===== config.mk =====
export PLATFORM = sky130hd
export DESIGN_NAME = frac_baud_gen
export DESIGN_NICKNAME = d
export VERILOG_FILES = /design/src/rtl/frac_baud_pkg.sv /design/src/rtl/fbg_prescaler.sv /design/src/rtl/fbg_cfg_shadow.sv /design/src/rtl/fbg_divider.sv /design/src/rtl/frac_baud_gen.sv
export SDC_FILE = /design/constraint.sdc
export NUM_CORES = 1
export LEC_CHECK = 0
export ABC_AREA = 1
export BUFFER_PORTS_ARGS = -buffer_cell sky130_fd_sc_hd__buf_2
export CAP_MARGIN = 5
export CORE_ASPECT_RATIO = 0.5
export CORE_MARGIN = 5
export CORE_UTILIZATION = 35
export DETAILED_ROUTE_END_ITERATION = 16
export HOLD_SLACK_MARGIN = 0.05
export PLACE_DENSITY = 0.6
export SLEW_MARGIN = 20
export SYNTH_ARGS = -nofsm -noshare
export SYNTH_HDL_FRONTEND = slang
export SYNTH_SLANG_ARGS = --single-unit

===== constraint.sdc =====
create_clock -name clk -period 2.3 [get_ports clk]
set_input_delay 0.115 -clock clk [delete_from_list [all_inputs] [get_ports clk]]
set_output_delay 0.115 -clock clk [all_outputs]
set_load 0.005 [all_outputs]

===== src/rtl/frac_baud_pkg.sv =====
package frac_baud_pkg;

    parameter int BYTE_W = 8;
    parameter int INT_W  = 2 * BYTE_W;
    parameter int FRAC_W = 4;

    typedef enum logic [1:0] {
        OS_X16 = 2'd0,
        OS_X8  = 2'd1,
        OS_X4  = 2'd2
    } os_mode_e;

    typedef struct packed {
        logic [INT_W-1:0]  idiv;
        logic [FRAC_W-1:0] frac;
        logic              div4;
        os_mode_e          mode;
    } bg_cfg_t;

    localparam bg_cfg_t CFG_RESET = '{
        idiv: INT_W'(1),
        frac: '0,
        div4: 1'b0,
        mode: OS_X16
    };

    // Reserved combination (both selects set) falls back to 16X.
    function automatic os_mode_e decode_mode(input logic sel8, input logic sel4);
        case ({sel8, sel4})
            2'b10:   return OS_X8;
            2'b01:   return OS_X4;
            default: return OS_X16;
        endcase
    endfunction

endpackage


===== src/rtl/fbg_prescaler.sv =====
module fbg_prescaler #(
    parameter int RATIO = 4
) (
    input  logic clk,
    input  logic rst_n,
    input  logic div_on,
    output logic en
);
    localparam int W = $clog2(RATIO);
    localparam logic [W-1:0] LAST = W'(RATIO - 1);

    typedef struct packed {
        logic [W-1:0] cnt;
    } pre_st_t;

    pre_st_t st_d, st_q;

    always_comb begin
        st_d = st_q;
        if (st_q.cnt == LAST) begin
            st_d.cnt = '0;
        end else begin
            st_d.cnt = st_q.cnt + W'(1);
        end
        en = !div_on || (st_q.cnt == LAST);
    end

    always_ff @(posedge clk or negedge rst_n) begin
        if (!rst_n) begin
            st_q <= '0;
        end else begin
            st_q <= st_d;
        end
    end

    // While dividing, an enable is never followed directly by another.
    AST_PRE_SPACING: assert property (@(posedge clk) disable iff (!rst_n)
        (div_on && en) |=> (!div_on || !en));

endmodule


===== src/rtl/fbg_cfg_shadow.sv =====
module fbg_cfg_shadow
    import frac_baud_pkg::*;
(
    input  logic    clk,
    input  logic    rst_n,
    input  logic    load,
    input  bg_cfg_t cfg_in,
    output bg_cfg_t cfg_out
);
    typedef struct packed {
        bg_cfg_t cfg;
    } sh_st_t;

    sh_st_t st_d, st_q;

    always_comb begin
        st_d = st_q;
        if (load) begin
            st_d.cfg = cfg_in;
        end
    end

    always_ff @(posedge clk or negedge rst_n) begin
        if (!rst_n) begin
            st_q.cfg <= CFG_RESET;
        end else begin
            st_q <= st_d;
        end
    end

    assign cfg_out = st_q.cfg;

    AST_CFG_HOLD: assert property (@(posedge clk) disable iff (!rst_n)
        !load |=> $stable(cfg_out));
    AST_MODE_LEGAL: assert property (@(posedge clk) disable iff (!rst_n)
        2'(cfg_out.mode) != 2'b11);

endmodule


===== src/rtl/fbg_divider.sv =====
module fbg_divider
    import frac_baud_pkg::*;
#(
    parameter int CNT_W = INT_W,
    parameter int PH_W  = FRAC_W
) (
    input  logic             clk,
    input  logic             rst_n,
    input  logic             en,
    input  os_mode_e         act_mode,
    input  logic [CNT_W-1:0] act_idiv,
    input  logic [CNT_W-1:0] nxt_idiv,
    input  logic [PH_W-1:0]  nxt_frac,
    output logic             fire,
    output logic             tick,
    output logic             strobe
);
    localparam logic [PH_W-1:0] MASK16 = '1;
    localparam logic [PH_W-1:0] MASK8  = MASK16 >> 1;
    localparam logic [PH_W-1:0] MASK4  = MASK16 >> 2;

    typedef struct packed {
        logic [CNT_W-1:0] cnt;
        logic [PH_W-1:0]  phase;
        logic             tick;
        logic             strobe;
    } div_st_t;

    div_st_t st_d, st_q;

    logic [PH_W-1:0] phase_nx;
    logic [PH_W-1:0] rev_nx;
    logic [PH_W-1:0] bit_mask;
    logic            stretch;

    assign phase_nx = st_q.phase + PH_W'(1);

    // Bit-reversed phase spreads the stretched periods evenly.
    for (genvar i = 0; i < PH_W; i++) begin : g_rev
        assign rev_nx[i] = phase_nx[PH_W-1-i];
    end

    always_comb begin
        case (act_mode)
            OS_X8:   bit_mask = MASK8;
            OS_X4:   bit_mask = MASK4;
            default: bit_mask = MASK16;
        endcase
        stretch = (rev_nx < nxt_frac);
        fire    = en && (st_q.cnt == '0);

        st_d        = st_q;
        st_d.tick   = 1'b0;
        st_d.strobe = 1'b0;
        if (fire) begin
            st_d.cnt    = nxt_idiv - CNT_W'(1) + CNT_W'(stretch);
            st_d.phase  = phase_nx;
            st_d.tick   = 1'b1;
            st_d.strobe = ((st_q.phase & bit_mask) == bit_mask);
        end else if (en) begin
            st_d.cnt = st_q.cnt - CNT_W'(1);
        end
    end

    always_ff @(posedge clk or negedge rst_n) begin
        if (!rst_n) begin
            st_q <= '0;
        end else begin
            st_q <= st_d;
        end
    end

    assign tick   = st_q.tick;
    assign strobe = st_q.strobe;

    AST_STROBE_IN_TICK: assert property (@(posedge clk) disable iff (!rst_n)
        strobe |-> tick);
    AST_CNT_BOUND: assert property (@(posedge clk) disable iff (!rst_n)
        st_q.cnt <= act_idiv);
    AST_PHASE_STEP: assert property (@(posedge clk) disable iff (!rst_n)
        tick |-> (st_q.phase == $past(st_q.phase) + PH_W'(1)));

endmodule


===== src/rtl/frac_baud_gen.sv =====
module frac_baud_gen
    import frac_baud_pkg::*;
#(
    parameter int PRE_RATIO = 4
) (
    input  logic              clk,
    input  logic              rst_n,
    input  logic [BYTE_W-1:0] div_lo,
    input  logic [BYTE_W-1:0] div_hi,
    input  logic [FRAC_W-1:0] div_frac,
    input  logic              presc_div4,
    input  logic              os_x8,
    input  logic              os_x4,
    output logic              sample_tick,
    output logic              bit_strobe
);
    bg_cfg_t          cfg_nxt;
    bg_cfg_t          cfg_act;
    logic [INT_W-1:0] raw_idiv;
    logic             pre_en;
    logic             fire;

    always_comb begin
        raw_idiv     = {div_hi, div_lo};
        cfg_nxt.idiv = (raw_idiv == '0) ? INT_W'(1) : raw_idiv;
        cfg_nxt.frac = div_frac;
        cfg_nxt.div4 = presc_div4;
        cfg_nxt.mode = decode_mode(os_x8, os_x4);
    end

    fbg_prescaler #(
        .RATIO (PRE_RATIO)
    ) i_pre (
        .clk    (clk),
        .rst_n  (rst_n),
        .div_on (cfg_act.div4),
        .en     (pre_en)
    );

    fbg_cfg_shadow i_shadow (
        .clk     (clk),
        .rst_n   (rst_n),
        .load    (fire),
        .cfg_in  (cfg_nxt),
        .cfg_out (cfg_act)
    );

    fbg_divider #(
        .CNT_W (INT_W),
        .PH_W  (FRAC_W)
    ) i_div (
        .clk      (clk),
        .rst_n    (rst_n),
        .en       (pre_en),
        .act_mode (cfg_act.mode),
        .act_idiv (cfg_act.idiv),
        .nxt_idiv (cfg_nxt.idiv),
        .nxt_frac (cfg_nxt.frac),
        .fire     (fire),
        .tick     (sample_tick),
        .strobe   (bit_strobe)
    );

    AST_IDIV_NONZERO: assert property (@(posedge clk) disable iff (!rst_n)
        cfg_act.idiv != '0);
    AST_LOAD_ON_FIRE: assert property (@(posedge clk) disable iff (!rst_n)
        fire |=> sample_tick);

endmodule


# Word-level counts from Yosys, hierarchy flattened
# Cells that the tools add are included.
# W data, S select, Z words.
[word_totals]
in_bits = 25
wordCells = 33
regBits = 27
out_inout_bits = 2
[classes]
n_reduce_logical = 6
n_mux = 7
bitwise = 1
magnitude_cmp = 1
addsub = 5
eq_ne = 6
[ops]
columns = ["op", "n"]
rows = [
  ["$mux W16", 3],
  ["$logic_not A16 Y1", 2],
  ["$sub A16 B1 Y16 const B", 2],
  ["$add A16 B1 Y16", 1],
  ["$pmux W4 S2", 1],
  ["$eq A2 B2 Y1 const B", 3],
  ["$add A4 B1 Y4 const B", 1],
  ["$and A4 B4 Y4", 1],
  ["$eq A2 B1 Y1 const B", 2],
  ["$eq A4 B4 Y1", 1],
  ["$lt A4 B4 Y1", 1],
  ["$mux W2", 2],
  ["$pmux W2 S2", 1],
  ["$add A2 B1 Y2 const B", 1],
  ["$reduce_bool A2 Y1", 1],
  ["$logic_and A1 B1 Y1", 1],
  ["$logic_not A1 Y1", 1],
  ["$logic_or A1 B1 Y1", 1],
]

# Logic depth before layout (Yosys ltp)
# Gate-level depths: netlist of the first run.
[depth]
ltp_word = 5
mapped_depth = 19
mapped_depth_nobuf = 19

# Hierarchy
# From an unflattened synthesis of the first run, not the netlist that was laid out.
[unflattened]
hier_cells = 435
area_unflattened_um2 = 3031.7
[modules_own_cells]
columns = ["module", "area_each_um2", "cells_each", "instances", "seq_area_each_um2"]
rows = [
  ["fbg_divider", 1945.6, 296, 1, 550.5],
  ["fbg_cfg_shadow", 877.1, 97, 1, 576.8],
  ["frac_baud_gen", 135.1, 36, 1, 0.0],
  ["fbg_prescaler", 73.8, 6, 1, 50.0],
]

# Worst setup path before layout of the first run
# OpenSTA, ideal clock, no wires.
[synth_path]
path_kind = "flip-flop to flip-flop"
from = "register i_div.st_q[2] in the netlist's numbering"
to = "register i_div.st_q[12] in the netlist's numbering"
synth_period_minus_slack_ns = 2.220
setup_slack_ns = 0.080
required_ns = 2.183
setup_time_ns = 0.117
n_path_buf = 0
path_stages_with_launch = 18
t_arrival_ns = 2.103
cell_sequence = "dfrtp_1 > ha_1 > xnor2_1 > inv_1 > ha_1 > nand2_1 > nand2_1 > nand2_1 > nand2_1 > ha_1 > ha_1 > inv_1 > nor2_1 > xor2_1 > nand2_1 > nand2_1 > nand2_1 > nand2_1"
[synth_between]
elab_chain_len = 4
[synth_lines]
columns = ["element", "line_no", "source"]
rows = [
  ["start, declared", "fbg_divider.sv:29", "div_st_t st_d, st_q;"],
  ["start signal, assigned", "fbg_divider.sv:69", "st_q <= st_d;"],
  ["$add A4 B1 Y4", "fbg_divider.sv:36", "assign phase_nx = st_q.phase + PH_W'(1);"],
  ["net i_div.phase_nx[2]", "fbg_divider.sv:31", "logic [PH_W-1:0] phase_nx;"],
  ["$lt A4 B4 Y1", "fbg_divider.sv:49", "stretch = (rev_nx < nxt_frac);"],
  ["$add A16 B1 Y16", "fbg_divider.sv:56", "st_d.cnt = nxt_idiv - CNT_W'(1) + CNT_W'(stretch);"],
  ["$mux W16", "fbg_divider.sv:55", "if (fire) begin"],
]
# The timed path passes the listed nets, and every way through them passes these cells.
# A chain may end at the register's enable or synchronous reset.

# Final worst setup path of the first run
[layout_path]
from = "register i_div.st_q[3] in the netlist's numbering"
to = "register i_div.st_q[18] in the netlist's numbering"
# Same word-level chain as after synthesis.

==> out/metrics.csv, run 1 <==
metric;value;unit
status;finished, final reports clean;
number of global-route vias before repair;2135;
fin. max-slew vios;0;
hpwl dp;4480;µm
dpl cells;429;
CTS root buf;clkbuf_16;
die width;121;µm
vias per std cell;4.97;
Crit Path Category;reg2reg;
CTS tree;yes;
core area;6010;µm²
CP Launch Type;flip-flop;
Hold Crit Class;in2reg;
CTS Sinks;27;
Lkg Pwr;1.21;nW
share of layout cells above drive strength 1;0.238;
sequential share of the synthesized area;0.315;
H-tree levels;1;
routed len/inst;13.3;µm
setup_tns;0;ns
Seq. cell area;676;µm²
Worst EP required;2.45;ns
initial core utilization;0.357;
non-filler cells, final;439;
Hold Crit Depth;2;
Tot GR Track Use;0.156;
Final ANT Viol Nets;0;
area occupied by multi-input gates;1430;µm²
Die Ht;65.4;µm
Ant. Diodes;0;
worst path cell trace;ha_4 > xnor2_2 > inv_1 > ha_1 > nand2_1 > nand2_1 > nand2_1 > nand2_2 > ha_4 > ha_4 > inv_4 > nor2_4 > nand2_1 > xnor2_1 > nor2_1 > nor2_1;
initial antenna violation count;0;
Post-Route Skew;0.00583;ns
crit path capture type;flip-flop;
WL final;5840;µm
Peak supply drop;289;µV
# DRC;0;
input/output buffers;26;
power per cell area;371;nW/µm²
global route total overflow;0;
worst-margin pin slew;0.633;ns
utilization after layout;0.443;
Die Area;7900;µm²
largest family of logic cells by synthesized area;simple AND/OR/NAND/NOR gates;
fillers;603;
RSZ-0062 raised after global routing;true;
vias;2180;
first-pass GRT wire length;9920;µm
count of final setup violators;0;
Synth Register Bits;27;
Netlist Area Pre-Place;2150;µm²
number of CTS-inserted buffers;3;
P&R area growth vs syn;23.8;%
delay of the slowest cell on the worst path;0.41;ns
Slew headroom;0.578;
drt initial violations;131;
Simple-Gate Fraction of Synth Area;0.432;
Max Fclk;0.438;GHz
mux cell area share after synthesis;0;
clock latency on the worst-skew pair;0.26;ns
Most Frequent Cell on Critical Path;nand2_1;
Pwr Total;986;µW
WHS;0.0586;ns
Area after DPL;2410;µm²
final hold vios;0;
fin nets;397;
Min Clock Period, post-route;2.28;ns
Synth Instances;321;
GP Congestion;0.866;
Clock Path Buffers;2;
Setup WS pre-CTS;-0.203;ns
Crit Path Max Fanout;3;
final setup margin;0.0166;ns
syn avg cell area;6.69;µm²
Synth Area in XOR/XNOR;0.0530;
Data arrival, critical path;2.43;ns
Reg2Reg Depth;16;
Mapped Nets;355;
compound-cell area share of the yosys netlist;0.0769;
largest net degree at the start of global routing;28;
io pins;27;
Worst-path clk slew;0.07;ns
max_cap viols;0;
Initial DRT Pass Iterations;4;
synthesis warning total;0;
# rows;20;
Max stage delay cell, worst path;dfrtp_1;
Synth cell types;33;
post-synthesis adder-cell area fraction;0.0524;
Design Area, Final;2660;µm²
final period utilization;0.993;
[sequential cells by signal, summed over array words and instances (netlist names)]
signal,cells
i_div.st_q,20
i_div.strobe,1
i_div.tick,1
i_pre.st_q,2
i_shadow.cfg_out,3
[critical path, delay by kind of cell (launching register included)]
kind	cells	cell delay [ns]
flops	1	0.41
buf+inv	2	0.11
fa+ha+maj	4	0.77
simple gates	8	0.60
xor+xnor	2	0.26
[metal layers]
metal,up-vias,track usage,part of all wire
li1,1095,-,-
met5,-,0,0
met1,1024,0.205,0.47
met3,8,0.0232,0.040
met2,53,0.270,0.47
met4,0,0.0452,0.015
[cell type report]
cell class,instances,area share
timing repair buffer,40,0.0908
clock inverter,1,0.00188
tap,77,0.0362
inverter,35,0.0508
sequential,27,0.254
multi-input combinational,256,0.538
clock buffer,3,0.0282
[cells in the final DEF (no fill, tap or decap), drive strengths merged]
cell           n
dlygate4sd3    1
clkinv         2
buf           39
o31ai          1
nand4          2
nand3b         6
nor3           1
and2           1
nor4           1
a211oi         1
inv           34
o21ai         14
ha             9
nand2        110
o21bai         1
a21oi          9
nor2          59
xor2           9
xnor2          4
a41oi          1
clkbuf         3
nand3         27
dfrtp         27
[synthesized netlist by cell type]
| cell type | number | area (µm²) |
|---|---|---|
| o31ai_1 | 1 | 7.51 |
| inv_2 | 3 | 11.3 |
| nor3_1 | 1 | 5.00 |
| o21bai_1 | 1 | 7.51 |
| nand3_2 | 1 | 10.0 |
| clkbuf_1 | 1 | 3.75 |
| o21ai_1 | 1 | 5.00 |
| a211oi_1 | 1 | 7.51 |
| nor4_1 | 1 | 6.26 |
| inv_1 | 31 | 116 |
| a21oi_1 | 5 | 25.0 |
| o21ai_0 | 12 | 60.1 |
| nand3_4 | 1 | 17.5 |
| and2_1 | 1 | 6.26 |
| nand4_2 | 1 | 12.5 |
| nor2_2 | 7 | 43.8 |
| buf_1 | 1 | 3.75 |
| o21ai_2 | 1 | 8.76 |
| nand3b_1 | 6 | 45.0 |
| clkinv_2 | 1 | 5.00 |
| dfrtp_1 | 27 | 676 |
| a41oi_1 | 1 | 8.76 |
| buf_6 | 1 | 11.3 |
| nand2_2 | 5 | 31.3 |
| ha_1 | 9 | 113 |
| nand3_1 | 25 | 125 |
| nand2_1 | 105 | 394 |
| nor2_1 | 48 | 180 |
| a21oi_2 | 4 | 35.0 |
| nand4_1 | 1 | 6.26 |
| nor2_4 | 4 | 45.0 |
| xor2_1 | 9 | 78.8 |
| xnor2_1 | 4 | 35.0 |
[final timing paths]
| check | start | slack [ns] | to |
|---|---|---|---|
| max | i_div.st_q[3] | 0.02 | i_div.st_q[18] |
| min | os_x8 | 0.06 | i_shadow.cfg_out[1] |
| max reg2reg | i_div.st_q[3] | 0.02 | i_div.st_q[18] |
| min reg2reg | i_pre.st_q[0] | 0.43 | i_pre.st_q[0] |
| max in group asynchronous | rst_n | 1.48 | i_div.st_q[17] |
| min in group asynchronous | rst_n | 0.41 | i_div.st_q[4] |
[kinds of logic (layout without fill, tap and decap cells)]
family                     Yosys count  count (layout)
DFF                                 27              27
xor gates and xnor gates            13              13
and+or+nand+nor                    207             207
adders and majority gates            9               9
AOI/OAI and AO/OA                   27              27
buffers and inverters               38              79
[power breakdown]
part           switching, mW  total, mW  internal [mW]
sequential          0.000825      0.476          0.475
clock                  0.166      0.401          0.235
combinational         0.0637      0.109         0.0453
[timing repair]
action	4_1_cts	5_1_grt
buffers inserted	1	4
endpoints found under the hold margin	27	0
endpoints found under the setup margin	14	14
hold buffers	1	0
pin swaps	7	9
resized for setup	16	10
Note: power is estimated with default switching activity, not from simulation.
==> run 2: changes to the inputs <==
--- a/config.mk
+++ b/config.mk
@@ -13,7 +13,7 @@
 export CORE_UTILIZATION = 35
 export DETAILED_ROUTE_END_ITERATION = 16
 export HOLD_SLACK_MARGIN = 0.05
-export PLACE_DENSITY = 0.6
+export PLACE_DENSITY = 0.54
 export SLEW_MARGIN = 20
 export SYNTH_ARGS = -nofsm -noshare
 export SYNTH_HDL_FRONTEND = slang
==> run 2 against run 1 <==
The flow now finishes with violations (negative setup slack). Clock skew up 0.0036 ns. Via count down 3.7%. Clock power up 5%. Setup slack worse by 0.037 ns. Design area up 2.0%. Power up 2.4%. Critical path type unchanged. Largest cell class unchanged.
==> out/metrics.csv, run 2 (synthesized netlist as in run 1, its figures left out) <==
metric;value;unit;change
max_cap viols;0;;unchanged
Internal;760;µW;+0.55%
Worst R2R Start;i_div.st_q[3];;
count of final setup violators;2;;+2
Final ANT Viol Nets;0;;unchanged
die width;121;µm;unchanged
CP Launch Type;flip-flop;;
Setup WS pre-CTS;-0.223;ns;-0.0196 ns
CP endpoint;i_div.st_q[14];;
failing checks;negative setup slack;;
Reg2Reg Depth;16;;unchanged
Crit Path Max Fanout;3;;unchanged
Crit Path Category;reg2reg;;
Slew headroom;0.552;;-0.0265
vias per std cell;4.77;;-3.9%
CTS tree;yes;;
Die Ht;65.4;µm;unchanged
Die Area;7900;µm²;unchanged
Worst EP required;2.47;ns;+0.02 ns
largest net degree at the start of global routing;28;;unchanged
Sw Ratio;0.248;;+0.0142
max reg flops;20;;unchanged
crit path launch;i_div.st_q[3];;
routed len/inst;13.5;µm;+1.1%
Tot GR Track Use;0.163;;+0.00680
number of CTS-inserted buffers;3;;unchanged
vias;2099;;-3.7%
Lkg Pwr;1.23;nW;+1.7%
number of global-route vias before repair;2045;;-4.2%
GP Congestion;0.851;;-1.8%
final hold vios;0;;unchanged
status;finished, violations left;;
Data arrival, critical path;2.49;ns;+0.06 ns
largest reg by FF count;i_div.st_q;;
# rows;20;;unchanged
Hold Crit Class;in2reg;;
Initial DRT Pass Iterations;4;;unchanged
clock latency on the worst-skew pair;0.27;ns;about the same
fin nets;398;;+0.25%
global route total overflow;0;;unchanged
H-tree levels;1;;unchanged
CTS root buf;clkbuf_16;;
initial antenna violation count;0;;unchanged
power per cell area;372;nW/µm²;+0.41%
Clk pwr share;0.416;;+0.010
RSZ-0062 raised after global routing;true;;
commonest cells after routing, fill and taps aside;nand2_1, nor2_1, inv_1, dfrtp_1, buf_2;;
hpwl dp;4530;µm;+1.2%
input/output buffers;26;;unchanged
initial core utilization;0.357;;unchanged
drt initial violations;74;;-44%
final period utilization;1.01;;+0.0162
P&R area growth vs syn;26.3;%;
WHS;0.120;ns;+0.0616 ns
Worst-path clk slew;0.08;ns;about the same
sw power;250;µW;+8.7%
io pins;27;;unchanged
Max Fclk;0.431;GHz;-1.6%
core area;6010;µm²;unchanged
Min Clock Period, post-route;2.32;ns;+0.0372 ns
fin. max-slew vios;0;;unchanged
Clock Path Buffers;2;;unchanged
most common cell after layout, fill and taps aside;nand2_1;;
Comb power frac;0.113;;+0.002
Peak supply drop;249;µV;-14%
final setup margin;-0.0206;ns;-0.0372 ns
CTS Sinks;27;;unchanged
Ant. Diodes;0;;unchanged
share of layout cells above drive strength 1;0.253;;+0.0159
Post-Route Skew;0.00944;ns;+0.00361 ns
Flop pwr share;0.471;;-0.012
# DRC;0;;unchanged
worst-margin pin slew;0.672;ns;+0.0398 ns
utilization after layout;0.452;;+0.00896
WL final;5920;µm;+1.4%
crit path capture type;flip-flop;;
first-pass GRT wire length;10300;µm;+4.0%
FF-to-FF setup slack;-0.02;ns;-0.04 ns
worst r2r dst;i_div.st_q[14];;
run 2: cell count changes in the layout (fill, tap and decap cells not counted), sizes merged:
| cell | before | now |
|---|---|---|
| dlygate4sd3 | 1 | 3 |
| buf | 39 | 38 |
| clkinv | 2 | 1 |
| clkinvlp | 0 | 1 |
run 2: layout make-up:
class,instances,area [µm²]
Fill cell,613,3290
Multi-Input combinational cell,256,1470
Sequential cell,27,676
Timing Repair Buffer,41,254
Inverter,35,135
Tap cell,77,96.3
Clock buffer,3,75.1
Clock inverter,1,7.51
run 2: worst min path at each step:
stage	slack, ns	depth (start not counted)	start	endpoint
after floorplan	-0.18	0	rst_n	i_div.st_q[10]
after global placement	0.17	1	rst_n	i_div.strobe
after detailed placement	0.18	1	rst_n	i_div.strobe
after CTS	0.12	3	os_x4	i_shadow.cfg_out[1]
after global routing	0.14	3	os_x4	i_shadow.cfg_out[1]
final	0.12	3	os_x4	i_shadow.cfg_out[1]
run 2: power groups by stage:
stage / clock [mW] / combinational (mW) / sequential (mW)
2_1_floorplan: 0 / 0.0382 / 0.485
3_3_place_gp: 0 / 0.0893 / 0.485
3_5_place_dp: 0 / 0.0898 / 0.485
4_1_cts: 0.436 / 0.103 / 0.476
5_1_grt: 0.453 / 0.128 / 0.476
6_report: 0.420 / 0.114 / 0.476
run 2: what timing repair did:
item,4_1_cts,5_1_grt
endpoints found under the setup margin,14,14
hold endpoints to repair,29,0
pin swaps,7,18
buffers inserted,1,2
hold buffers,3,0
gates resized for setup,18,17
run 2: per-stage QoR:
step                      std cells  setup TNS, ns  total power [mW]  area (µm²)
final                           440        -0.0267              1.01        2710
after global routing            440          -1.49              1.06        2710
after CTS                       438        -0.0415              1.01        2620
after detailed placement        430          -1.48             0.575        2420
after global placement          430         -0.587             0.575        2420
after floorplan                 321              0             0.524        2150
run 2: worst max-delay path: stages, from the launching register on:
cell     delay [ns]
dfrtp_1        0.38
ha_2           0.21
xnor2_2        0.18
inv_1          0.06
ha_1           0.26
nand2_1        0.07
nand2_1        0.05
nand2_1        0.06
nand2_2        0.07
ha_4           0.18
ha_4           0.18
nand2_4        0.09
nor2_4         0.04
xnor2_1        0.18
nand2_1        0.09
nand3_1        0.07
nand2_1        0.05
run 2: metal layers:
metal  track usage  share of wire
met2         0.250           0.44
met1         0.244           0.50
met3        0.0267          0.048
met4        0.0254          0.012
met5             0              0
